===== src/rtl/sdr_pkg.sv =====
package sdr_pkg;

  typedef struct packed {
    logic       present;
    logic [1:0] dpl;
    logic       code_data;
    logic [3:0] kind;
    logic       gran;
    logic       dsize;
    logic       rsvd;
    logic       avl;
  } seg_attr_t;

  typedef struct packed {
    logic [15:0] sel;
    logic [31:0] base;
    logic [31:0] limit;
    seg_attr_t   attr;
  } seg_slot_t;

  typedef enum logic [1:0] {
    CAUSE_NONE    = 2'd0,
    CAUSE_PERM    = 2'd1,
    CAUSE_BADIDX  = 2'd2,
    CAUSE_CODESEG = 2'd3
  } fault_cause_e;

endpackage


===== src/rtl/sdr_permit.sv =====
module sdr_permit
  import sdr_pkg::*;
#(
  parameter int SREG_W    = 3,
  parameter int SEG_COUNT = 6,
  parameter int CS_INDEX  = 1,
  parameter int SIZE_W    = 32
) (
  input  logic [1:0]        cpl,
  input  logic              smi_en,
  input  logic              smm_access,
  input  logic              in_smm,
  input  logic [SIZE_W-1:0] region_size,
  input  logic [SREG_W-1:0] sreg,
  output fault_cause_e      cause
);
  localparam logic [SREG_W-1:0] CS_CODE  = SREG_W'(CS_INDEX);
  localparam logic [SREG_W-1:0] LAST_IDX = SREG_W'(SEG_COUNT - 1);

  logic state_ok;
  logic idx_ok;

  always_comb begin
    state_ok = (cpl == 2'd0) && smi_en && (region_size != '0) &&
               (in_smm || smm_access);
    idx_ok   = (sreg <= LAST_IDX);
    if (!state_ok)             cause = CAUSE_PERM;
    else if (!idx_ok)          cause = CAUSE_BADIDX;
    else if (sreg == CS_CODE)  cause = CAUSE_CODESEG;
    else                       cause = CAUSE_NONE;
  end

endmodule


===== src/rtl/sdr_unpack.sv =====
module sdr_unpack
  import sdr_pkg::*;
(
  input  logic [79:0] operand,
  output seg_slot_t   slot
);
  localparam int WORD_W = 16;
  localparam int LIM_W  = 20;
  localparam int PAGE_W = 12;

  logic [WORD_W-1:0] w_lim_lo, w_base_lo, w_acc, w_hi, w_sel;
  logic [LIM_W-1:0]  raw_limit;

  always_comb begin
    w_lim_lo  = operand[0*WORD_W +: WORD_W];
    w_base_lo = operand[1*WORD_W +: WORD_W];
    w_acc     = operand[2*WORD_W +: WORD_W];
    w_hi      = operand[3*WORD_W +: WORD_W];
    w_sel     = operand[4*WORD_W +: WORD_W];

    raw_limit = {w_hi[3:0], w_lim_lo};

    slot.sel            = w_sel;
    slot.base           = {w_hi[15:8], w_acc[7:0], w_base_lo};
    slot.attr.present   = w_acc[15];
    slot.attr.dpl       = w_acc[14:13];
    slot.attr.code_data = w_acc[12];
    slot.attr.kind      = w_acc[11:8];
    slot.attr.gran      = w_hi[7];
    slot.attr.dsize     = w_hi[6];
    slot.attr.rsvd      = w_hi[5];
    slot.attr.avl       = w_hi[4];
    if (w_hi[7]) slot.limit = {raw_limit, {PAGE_W{1'b1}}};
    else         slot.limit = {{(32-LIM_W){1'b0}}, raw_limit};
  end

endmodule


===== src/rtl/sdr_seq.sv =====
module sdr_seq #(
  parameter int OP_CLOCKS = 10
) (
  input  logic clk,
  input  logic rst_n,
  input  logic start,
  input  logic outcome_ok,
  output logic busy,
  output logic last,
  output logic done,
  output logic fault
);
  localparam int CW = $clog2(OP_CLOCKS + 1);
  localparam logic [CW-1:0] CNT_END = CW'(OP_CLOCKS);

  logic [CW-1:0] cnt;

  assign busy = (cnt != '0);
  assign last = (cnt == CNT_END);

  always_ff @(posedge clk or negedge rst_n) begin
    if (!rst_n) begin
      cnt   <= '0;
      done  <= 1'b0;
      fault <= 1'b0;
    end else begin
      done  <= last && outcome_ok;
      fault <= last && !outcome_ok;
      if (start && !busy) cnt <= CW'(1);
      else if (last)      cnt <= '0;
      else if (busy)      cnt <= cnt + CW'(1);
    end
  end

  AST_COUNT_IN_RANGE: assert property (@(posedge clk) disable iff (!rst_n)
    cnt <= CNT_END);
  AST_STROBE_CLOSES_BUSY: assert property (@(posedge clk) disable iff (!rst_n)
    (done || fault) |-> (!busy && $past(busy)));
  AST_SINGLE_STROBE: assert property (@(posedge clk) disable iff (!rst_n)
    $onehot0({done, fault}));

endmodule


===== src/rtl/sdr_restore_unit.sv =====
module sdr_restore_unit
  import sdr_pkg::*;
#(
  parameter int SEG_COUNT = 6,
  parameter int CS_INDEX  = 1,
  parameter int OP_CLOCKS = 10,
  parameter int SIZE_W    = 32
) (
  input  logic              clk,
  input  logic              rst_n,
  input  logic              req_valid,
  output logic              req_ready,
  input  logic [2:0]        req_sreg,
  input  logic [79:0]       req_operand,
  input  logic [1:0]        st_cpl,
  input  logic              st_smi_en,
  input  logic              st_smm_access,
  input  logic              st_in_smm,
  input  logic [SIZE_W-1:0] st_region_size,
  output logic              busy,
  output logic              done,
  output logic              fault,
  output logic [1:0]        fault_cause,
  input  logic [2:0]        rd_idx,
  output logic [15:0]       rd_selector,
  output logic [31:0]       rd_base,
  output logic [31:0]       rd_limit,
  output logic [11:0]       rd_attr
);
  localparam int SREG_W = 3;
  localparam logic [SREG_W-1:0] LAST_IDX = SREG_W'(SEG_COUNT - 1);

  fault_cause_e req_cause, lat_cause;
  seg_slot_t    req_slot, lat_slot, rd_slot;
  logic [SREG_W-1:0] lat_sreg;
  logic accept, last;
  logic [SEG_COUNT-1:0] slot_hit;
  seg_slot_t [SEG_COUNT-1:0] slot_q;

  sdr_permit #(
    .SREG_W(SREG_W), .SEG_COUNT(SEG_COUNT),
    .CS_INDEX(CS_INDEX), .SIZE_W(SIZE_W)
  ) u_permit (
    .cpl(st_cpl), .smi_en(st_smi_en), .smm_access(st_smm_access),
    .in_smm(st_in_smm), .region_size(st_region_size),
    .sreg(req_sreg), .cause(req_cause)
  );

  sdr_unpack u_unpack (
    .operand(req_operand), .slot(req_slot)
  );

  sdr_seq #(.OP_CLOCKS(OP_CLOCKS)) u_seq (
    .clk(clk), .rst_n(rst_n), .start(accept),
    .outcome_ok(lat_cause == CAUSE_NONE),
    .busy(busy), .last(last), .done(done), .fault(fault)
  );

  assign req_ready = !busy;
  assign accept    = req_valid && req_ready;

  always_ff @(posedge clk or negedge rst_n) begin
    if (!rst_n) begin
      lat_sreg  <= '0;
      lat_cause <= CAUSE_NONE;
      lat_slot  <= '0;
    end else if (accept) begin
      lat_sreg  <= req_sreg;
      lat_cause <= req_cause;
      lat_slot  <= req_slot;
    end
  end

  for (genvar i = 0; i < SEG_COUNT; i++) begin : g_hit
    assign slot_hit[i] = last && (lat_cause == CAUSE_NONE) &&
                         (lat_sreg == SREG_W'(i));
  end

  always_ff @(posedge clk or negedge rst_n) begin
    if (!rst_n) begin
      slot_q <= '0;
    end else begin
      for (int i = 0; i < SEG_COUNT; i++) begin
        if (slot_hit[i]) slot_q[i] <= lat_slot;
      end
    end
  end

  always_comb begin
    rd_slot = '0;
    if (rd_idx <= LAST_IDX) rd_slot = slot_q[rd_idx];
    rd_selector = rd_slot.sel;
    rd_base     = rd_slot.base;
    rd_limit    = rd_slot.limit;
    rd_attr     = rd_slot.attr;
    fault_cause = fault ? lat_cause : CAUSE_NONE;
  end

  AST_HOLD_WHILE_BUSY: assert property (@(posedge clk) disable iff (!rst_n)
    (busy && $past(busy)) |-> ($stable(lat_sreg) && $stable(lat_cause) && $stable(lat_slot)));
  AST_FAULT_KEEPS_SLOTS: assert property (@(posedge clk) disable iff (!rst_n)
    fault |-> (slot_q == $past(slot_q)));
  AST_CODESEG_NEVER_DONE: assert property (@(posedge clk) disable iff (!rst_n)
    done |-> (lat_sreg != SREG_W'(CS_INDEX) && lat_sreg <= LAST_IDX));
  AST_COMMIT_WHOLE: assert property (@(posedge clk) disable iff (!rst_n)
    done |-> (slot_q[lat_sreg] == lat_slot));
  AST_CAUSE_ONLY_ON_FAULT: assert property (@(posedge clk) disable iff (!rst_n)
    !fault |-> (fault_cause == 2'd0));

endmodule


===== config.mk =====
export PLATFORM = sky130hd
export DESIGN_NAME = sdr_restore_unit
export DESIGN_NICKNAME = d
export VERILOG_FILES = /design/src/rtl/sdr_pkg.sv /design/src/rtl/sdr_permit.sv /design/src/rtl/sdr_unpack.sv /design/src/rtl/sdr_seq.sv /design/src/rtl/sdr_restore_unit.sv
export SDC_FILE = /design/constraint.sdc
export NUM_CORES = 1
export LEC_CHECK = 0
export BUFFER_PORTS_ARGS = -buffer_cell sky130_fd_sc_hd__buf_2
export CORE_MARGIN = 8
export CORE_UTILIZATION = 55
export DETAILED_ROUTE_END_ITERATION = 7
export PLACE_DENSITY = 0.85
export SYNTH_ARGS = -nofsm -noshare
export SYNTH_HDL_FRONTEND = slang
export SYNTH_SLANG_ARGS = --single-unit

===== constraint.sdc =====
create_clock -name clk -period 3.9 [get_ports clk]
set_input_delay 1.17 -clock clk [delete_from_list [all_inputs] [get_ports clk]]
set_output_delay 1.17 -clock clk [all_outputs]
set_load 0.02 [all_outputs]

## Word-level counts from Yosys, hierarchy flattened

Index checks and enable logic that the tools add are counted.

- Add/subtract/negate cells: 1
- Magnitude comparators: 3
- Equal/unequal tests: 7
- Muxes and demuxes: 11
- Reductions and logical operators: 22

Operators by type and width:

| kind | number |
|---|---|
| binary-select mux 92 bit (select 3 bit) | 1 |
| 2-to-1 mux 92 bit | 2 |
| 2-to-1 mux 32 bit | 1 |
| nonzero test 32 bit | 1 |
| logical AND 1 bit | 13 |
| 2-to-1 mux 4 bit | 3 |
| 2-to-1 mux 2 bit | 4 |
| equality test 3 x 1 -> 1 bit (second input constant) | 2 |
| equality test 3 x 2 -> 1 bit (second input constant) | 2 |
| equality test 3 bit (second input constant) | 2 |
| less-or-equal comparator 3 bit (second input constant) | 2 |
| adder 4 x 1 -> 4 bit (second input constant) | 1 |
| equality test 4 bit (second input constant) | 1 |
| logical NOT 2 bit | 2 |
| less-than comparator 3 x 4 -> 1 bit (second input constant) | 1 |
| nonzero test 4 bit | 1 |
| logical NOT 3 bit | 1 |
| nonzero test 3 bit | 1 |
| logical NOT 1 bit | 2 |
| logical OR 1 bit | 1 |

- Register bits after elaboration: 655
- Output and inout bits: 98

## Logic depth before layout (Yosys ltp)

Gate-level depths: netlist (run 1).

- Depth in word-level cells: 5
- Mapped depth: 9
- Mapped depth without buffers: 6

## Modules after synthesis

Synthesis (run 1) repeated with hierarchy kept, for this count alone.

- Cell total of the unflattened synthesis: 2,049
- Area total of the unflattened synthesis: 31,148.6 µm²

Modules (own cells, without submodules):

| module | times used | cells an instance | area an instance (µm²) | seq. area each (µm²) |
|---|---|---|---|---|
| sdr_restore_unit | 1 | 1,909 | 30,001.3 | 16,240.6 |
| sdr_unpack | 1 | 95 | 737.0 | 0.0 |
| sdr_seq | 1 | 28 | 302.8 | 150.1 |
| sdr_permit | 1 | 17 | 107.6 | 0.0 |

## Worst setup path before layout (run 1)

Ideal clock, no wire load.

- Path type: input to output
- Start point: in rd_idx[0]
- End point: out rd_attr[0]
- Arrival: 2,631 ps
- Data required time: 2,730 ps
- Slack: 99 ps
- Stages: 6
- Cells stage by stage: clkbuf_1 -> buf_2 -> clkbuf_1 -> buf_2 -> mux2i_1 -> o22ai_1

- Longest elaborated chain between the ends: 3
- Elaborated cells between the ends (all ways): 4

Ends and longest elaborated chain:

| element | RTL line | RTL |
|---|---|---|
| from (decl) | sdr_restore_unit.sv:24 | `input logic [2:0] rd_idx,` |
| binary-select mux 92 bit (select 3 bit) | sdr_restore_unit.sv:91 | `if (rd_idx <= LAST_IDX) rd_slot = slot_q[rd_idx];` |
| 2-to-1 mux 92 bit (implied by the code) | sdr_restore_unit.sv:91 |  |
| 2-to-1 mux 92 bit * | sdr_restore_unit.sv:91 |  |
| to (decl) | sdr_restore_unit.sv:28 | `output logic [11:0] rd_attr` |

Every way passes the cells marked *; elsewhere a longest branch is shown, timed or not. The select of a mux whose other input is x is not followed.

## Final worst setup path (run 1)

- Start point: in rd_idx[2]
- End point: out rd_base[27]

- Longest elaborated chain between the ends: 3
- Elaborated cells between the ends (all ways): 4

Ends and longest elaborated chain:

| element | RTL line | RTL |
|---|---|---|
| binary-select mux 92 bit (select 3 bit) | sdr_restore_unit.sv:91 |  |
| 2-to-1 mux 92 bit (implied by the code) | sdr_restore_unit.sv:91 |  |
| 2-to-1 mux 92 bit * | sdr_restore_unit.sv:91 |  |
| to (decl) | sdr_restore_unit.sv:26 | `output logic [31:0] rd_base,` |

Marked as above.

==> results of run 1 <==
==> per-stage QoR <==
stage | util [%] | setup WS, ps | instance area (um^2) | instances | hold slack [ps]
6_report | 64.4 | 74.9 | 33900 | 3032 | 483
3_3_place_gp | 60.1 | 111 | 31600 | 2911 | 462
5_1_grt | 64.4 | 32.2 | 33900 | 3032 | 501
2_1_floorplan | - | 99.3 | 29200 | 2053 | 453
4_1_cts | 64.4 | 95.9 | 33900 | 3032 | 487
3_5_place_dp | 60.1 | 110 | 31600 | 2911 | 470
==> flip-flops by register name, summed over array words and instances, names as in the netlist <==
name	count
lat_cause	2
lat_slot	92
lat_sreg	3
slot_q	552
u_seq.cnt	4
u_seq.done	1
u_seq.fault	1
==> cell type report <==
| cell class | instances | share of cell area (%) |
|---|---|---|
| Sequential cell | 655 | 48.4 |
| Inverter | 95 | 1.05 |
| Multi-Input combinational cell | 1167 | 34.5 |
| Tap cell | 688 | 2.54 |
| Clock inverter | 13 | 0.588 |
| Timing Repair Buffer | 306 | 6.80 |
| Clock buffer | 108 | 6.14 |
==> metal layers <==
| layer | share of wire, % | wire (um) | GRT usage (%) |
|---|---|---|---|
| met2 | 50 | 35800 | 39.5 |
| met4 | 2.7 | 1940 | 8.59 |
| met1 | 42 | 30200 | 31.8 |
| met3 | 5.8 | 4170 | 5.01 |
| met5 | 0 | 0 | 0 |
==> placed cells by master (no fill, tap or decap), types with 3 or more instances in the layout <==
cell / synthesis / final
mux2_1: 60 / 60
mux2_4: 80 / 80
o21ai_0: 21 / 21
nor4_1: 8 / 8
dfrtp_1: 655 / 655
clkbuf_8: 0 / 14
nand2_1: 250 / 249
clkbuf_1: 56 / 22
nor2_1: 8 / 7
mux4_2: 92 / 92
buf_12: 8 / 43
ha_1: 3 / 3
inv_1: 95 / 95
clkinv_2: 0 / 6
buf_4: 19 / 42
clkinv_8: 0 / 3
nand3_1: 14 / 13
mux2i_1: 100 / 100
clkbuf_16: 0 / 72
bufinv_16: 0 / 4
buf_2: 40 / 219
mux2_2: 413 / 413
o22ai_1: 92 / 92
==> how the worst min path moves through the flow <==
stage	from	to	slack [ps]
floorplan	slot_q[101]$_DFFE_PN0P_	slot_q[101]$_DFFE_PN0P_	450
global placement	slot_q[119]$_DFFE_PN0P_	slot_q[119]$_DFFE_PN0P_	460
detailed placement	slot_q[118]$_DFFE_PN0P_	slot_q[118]$_DFFE_PN0P_	470
CTS	slot_q[146]$_DFFE_PN0P_	slot_q[146]$_DFFE_PN0P_	490
global route	slot_q[146]$_DFFE_PN0P_	slot_q[146]$_DFFE_PN0P_	500
finish	slot_q[146]$_DFFE_PN0P_	slot_q[146]$_DFFE_PN0P_	480
==> power by group through the flow <==
stage          sequential, mW  clock [mW]  combinational, mW
3_3_place_gp             8.83           0               2.26
4_1_cts                  8.89        6.68               2.41
2_1_floorplan            8.55           0               1.62
3_5_place_dp             8.97           0               2.38
5_1_grt                  9.09        6.96               2.63
6_report                 8.92        6.56               2.38
==> logic make-up after synthesis <==
kind of cell / after synthesis
multiplexers: 745
buffers and inverters: 231
AO/OA/AOI/OAI: 121
adder cells (fa/ha/maj): 3
XOR/XNOR: 1
flip-flops: 655
AND/OR/NAND/NOR: 297
==> summary.md, run 1 <==
| Metric | Value |
|---|---|
| Status | finished clean |
| Clock Skews | approximately 24 ps |
| TritonCTS clock tree | yes |
| Register area | 0.0164 mm^2 |
| H-tree depth | 3 |
| Gate power share | a little over an eighth |
| Worst path required time | 2730 ps |
| Io pins | 224 |
| Fraction of layout cells with a size suffix above 1 | ~43% |
| Gp weighted congestion | approximately 0.81 |
| Sequential fraction of the synthesis area | ~56% |
| CP Data Arrival Time | roughly 2700 ps |
| Nets | approximately 2400 |
| Core footprint | 0.0526 mm^2 |
| Routed WL | 72.1 mm |
| Worst Hold Class | register to register |
| N_diodes | 0 |
| Length of the first detailed-routing pass in iterations | 5 |
| Clock slew seen by the registers of the worst setup and hold paths | about 60 ps |
| Pwr Total | between 15 and 20 mW |
| Internal power | about 13 mW |
| CTS buffer count | 69 |
| Mux contribution to synthesized area | 32.9% |
| Crit path launch | rd_idx[2] |
| CTS max path bufs | 3 |
| Resize count post-CTS | 0 |
| Worst reg2reg setup slack | slightly below 900 ps |
| Post-synth top cells | dfrtp_1, mux2_2, nand2_1 |
| Unrepaired setup endpoints after global routing | no |
| Synth Area in Simple Gates | approximately 4.2% |
| Synth Area in Compound Gates | ~2.5% |
| CP Max Fanout | 23 |
| Clk sinks | about 660 |
| # rows | 84 |
| Largest delay contributor family on the critical path | buffers and inverters |
| First-pass GRT wire length | 116 mm |
| Combinational family with the most area after synthesis | multiplexers |
| Final Slew Violations | 0 |
| Power density over the cells | about 530 mW/mm^2 |
| Hold path cells | 1 |
| # hold bufs at CTS | 0 |
| Syn_nets | around 2200 |
| Startpoint class of the critical path | input pin |
| Routed via count | 18000 |
| Crit Path Category | input pin to output pin |
| P&R area growth vs syn | 15.9% |
| Setup TNS | 0 ps |
| Clock Tree Root | clkbuf_16 |
| Slowest-stage cell, CP | buf_4 |
| Initial antenna violation count | 0 |
| Number of global-route vias before repair | between 20000 and 25000 |
| Grt ovf | 0 |
| Ys flop type | dfrtp_1 |
| R2R Path Start | u_seq.cnt[0]$_DFFE_PN0P_ |
| Detailed-placement wirelength estimate | 44.2 mm |
| Largest cells by area after synthesis | dfrtp_1, mux2_2, mux4_2 |
| # port buffers | between 200 and 250 |
| Max_slew headroom | between 40% and 50% |
| Fill count | approximately 3600 |
| Switching power | 5.04 mW |
| Sw Ratio | around 28% |
| Yosys warnings | 0 |
| Post-route DRC violation count | 0 |
| Die area | ~0.061 mm^2 |
| Post-DRT Antenna Nets | 0 |
| Multi-input gate area | between 0.01 and 0.015 mm^2 |
| Synth Area in Adders | less than 1% |
| DRT iter0 DRCs | 1240 |
| Post-synth top area share | between 50 and 60% |
| Die Ht | about 250 um |
| LEAKAGE | ~17 nW |
| Post-synthesis xor/xnor area fraction | less than 1% |
| Final min period | 3830 ps |
| Most frequent cell after synthesis | dfrtp_1 |
| Fraction of registers with async set or reset after synthesis | 100% |
| Clock power frac | a little under two fifths |
| Crit path capture type | output pin |
| Die Wd | roughly 250 um |
| Final hold vios | 0 |
| Synth Register Bits | 655 |
| Mean Syn Cell Area | about 14 um^2 |
| VDD IR-drop max | approximately 0.00048 V |
| Mapped cell area | between 0.02 and 0.03 mm^2 |
| Drt wl/cell | about 24 um |
| CP cell instances | buf_4 > buf_12 > mux4_2 > inv_1 > o22ai_1 > buf_2 |
| CP Capture Point | rd_base[27] |
| Gr usage total | roughly a quarter |
| Yosys top cell by area | dfrtp_1 |
| Bufs and invs on worst path | 4 |
| Initial Util | between 50 and 60% |
| Max Cap Viol | 0 |
| Syn Inst Count | 2053 |
| Final Cycle Share | between 90% and 100% |
| Highest Clock Rate | approximately 0.26 GHz |
| Clock Latency Late Sink | around 600 ps |
| Vias/cell | roughly 5.9 |
| Post-synth EDFFs | 0 |
| # Post-CTS Setup Buffers | 0 |
| Largest net degree at the start of global routing | 95 |
| Actual transition at the worst max-transition pin | a little over 800 ps |
| Worst path max stage delay | ~420 ps |
| R2r worst-path depth | 7 |
| Library cells used by synthesis | 40 |
| Setup Viol. Count Final | 0 |
| Sequential Power Share | between 40 and 50% |
| Crit path depth | 6 |
| End of the worst register-to-register path | slot_q[346]$_DFFE_PN0P_ |
(Power assumes the default switching activity.)
==> run 2, diff against run 1 <==
==> constraint.sdc (replaced) <==
create_clock -name clk -period 3.9 [get_ports clk]
set_input_delay 0.585 -clock clk [delete_from_list [all_inputs] [get_ports clk]]
set_output_delay 0.585 -clock clk [all_outputs]
set_load 0.02 [all_outputs]
==> run 2 against run 1 <==
Compared with the run above: combinational power shrank 3%; flip-flop and latch count is the same; utilization fell by 1.1 points; via count is 1.3% lower; maximum frequency is 33% higher.
==> summary.md, run 2 (synthesis gave the netlist of run 1 again) <==
| Metric | Value |
|---|---|
| End of the worst register-to-register path | slot_q[184]$_DFFE_PN0P_ |
| Drt wl/cell | 23.5 um |
| Crit Path Category | input pin to output pin |
| Crit path launch | rd_idx[2] |
| Final instance area | 0.0333 mm^2 |
| Final Slew Violations | 0 |
| Clock slew seen by the registers of the worst setup and hold paths | about 60 ps |
| Bufs and invs on worst path | 4 |
| Crit-path most repeated cell | buf_4 |
| Max Cap Viol | 0 |
| Pwr Total | ~18 mW |
| Die Wd | roughly 250 um |
| Unrepaired setup endpoints after global routing | no |
| Nets | 2379 |
| LEAKAGE | 16.8 nW |
| Worst path max stage delay | approximately 450 ps |
| Placed cell area | around 0.031 mm^2 |
| # port buffers | 223 |
| Worst path required time | around 3300 ps |
| Most frequent cells in the layout | dfrtp_1, mux2_2, nand2_1 |
| # Post-CTS Setup Buffers | 0 |
| P&R area growth vs syn | 14.0% |
| Vias/cell | roughly 5.9 |
| Internal power | around 13 mW |
| Highest Clock Rate | approximately 0.35 GHz |
| # rows | 84 |
| Largest net degree at the start of global routing | 97 |
| Final min period | 2880 ps |
| Biggest registers after layout | slot_q: 552 flops, lat_slot: 92 flops, u_seq.cnt: 4 flops |
| Io pins | ~220 |
| Length of the first detailed-routing pass in iterations | 5 |
| H-tree depth | 3 |
| Clock Latency Late Sink | between 600 and 700 ps |
| Worst reg2reg setup slack | between 1000 and 1500 ps |
| Number of global-route vias before repair | approximately 20000 |
| Status | finished clean |
| Crit path capture type | output pin |
| Largest reg by FF count | slot_q |
| Detailed-placement wirelength estimate | roughly 40 mm |
| Pre-CTS WS | 994 ps |
| Final hold vios | 0 |
| Die area | 0.0607 mm^2 |
| CP Capture Point | rd_attr[3] |
| Smallest hold slack | between 50 and 60 ps |
| Grt ovf | 0 |
| Sw Ratio | between 20 and 30% |
| Largest register FFs | roughly 550 |
| Final Cycle Share | 73.7% |
| CTS buffer count | 70 |
| First-pass GRT wire length | roughly 110 mm |
| Gp weighted congestion | 0.804 |
| Commonest non-fill, non-tap cell in the layout | dfrtp_1 |
| Worst Hold Class | input pin to asynchronous set/reset pin |
| Slowest-stage cell, CP | buf_4 |
| Routed WL | 70.3 mm |
| Resize count post-CTS | 0 |
| Fin util | between 60% and 70% |
| Startpoint class of the critical path | input pin |
| Post-route DRC violation count | 0 |
| Final worst setup slack | about 1000 ps |
| Initial Util | 55.6% |
| Fraction of layout cells with a size suffix above 1 | 41.9% |
| Clock power frac | 37.1% |
| Routed via count | about 18000 |
| Die Ht | 246 um |
| CP Data Arrival Time | between 2000 and 2500 ps |
| Initial antenna violation count | 0 |
| DRT iter0 DRCs | approximately 1200 |
| Largest delay contributor family on the critical path | buffers and inverters |
| Gate power share | 13.0% |
| N_diodes | 0 |
| R2R Path Start | u_seq.cnt[0]$_DFFE_PN0P_ |
| Post-DRT Antenna Nets | 0 |
| CP cell instances | buf_4 > buf_4 > mux4_2 > inv_1 > o22ai_1 > buf_2 |
| Max_slew headroom | a little under a third |
| R2r worst-path depth | 7 |
| # hold bufs at CTS | 0 |
| Setup TNS | 0 ps |
| Gr usage total | between 20% and 30% |
| Final non-filler cell total | ~3000 |
| Sequential Power Share | about half |
| Power density over the cells | approximately 540 mW/mm^2 |
| VDD IR-drop max | 0.000357 V |
| Setup Viol. Count Final | 0 |
| Core footprint | 0.0526 mm^2 |
| CP Max Fanout | 24 |
| Clk sinks | about 660 |
| Actual transition at the worst max-transition pin | slightly above 1000 ps |
| Crit path depth | 6 |
| Clock Tree Root | clkbuf_16 |
| CTS max path bufs | 3 |
| Placed cells | ~2900 |
| Clock Skews | around 28 ps |
| TritonCTS clock tree | yes |
| Switching power | between 5 and 6 mW |
## run 2: cell types whose count changed in the layout (fill, tap and decap cells not counted), moves of 2 or more
cell,previous run,this run
inv_6,0,4
clkinvlp_4,0,2
clkbuf_1,22,17
clkinv_8,3,1
buf_4,42,17
clkinv_4,0,5
buf_12,43,23
clkinv_2,6,9
## run 2: worst min-delay path by stage
stage                       startpoint                       end  slack [ps]
6_report                         rst_n   slot_q[271]$_DFFE_PN0P_          50
5_1_grt                          rst_n   slot_q[271]$_DFFE_PN0P_         110
4_1_cts                          rst_n   slot_q[173]$_DFFE_PN0P_          70
3_5_place_dp   slot_q[146]$_DFFE_PN0P_   slot_q[146]$_DFFE_PN0P_         470
3_3_place_gp   slot_q[164]$_DFFE_PN0P_   slot_q[164]$_DFFE_PN0P_         460
2_1_floorplan                    rst_n  lat_cause[0]$_DFFE_PN0P_         290
## run 2: power by group through the flow
| stage | logic (mW) | registers [mW] | clock network [mW] |
|---|---|---|---|
| floorplan | 1.62 | 8.55 | 0 |
| global placement | 2.21 | 8.83 | 0 |
| detailed placement | 2.32 | 8.97 | 0 |
| CTS | 2.34 | 8.88 | 6.73 |
| global route | 2.57 | 9.07 | 7.02 |
| finish | 2.31 | 8.91 | 6.61 |
## run 2: cell type report
| cell class | count | area [um^2] |
|---|---|---|
| repair buffers | 261 | 1710 |
| well taps | 688 | 861 |
| multi-input cells | 1167 | 11700 |
| inverters | 95 | 357 |
| fillers | 3661 | 19300 |
| clock inverters | 24 | 245 |
| clock buffers | 103 | 2060 |
| flip-flops and latches | 655 | 16400 |
## run 2: metal layers
| metal | routed length [um] | GRT usage, % | share of wire [%] | vias to the layer above |
|---|---|---|---|---|
| li1 | - | - | - | 7687 |
| met1 | 29600 | 30.6 | 42 | 9439 |
| met2 | 34500 | 38.6 | 49 | 540 |
| met3 | 4250 | 4.76 | 6.0 | 123 |
| met4 | 1940 | 8.24 | 2.8 | 0 |
| met5 | 0 | 0 | 0 | - |
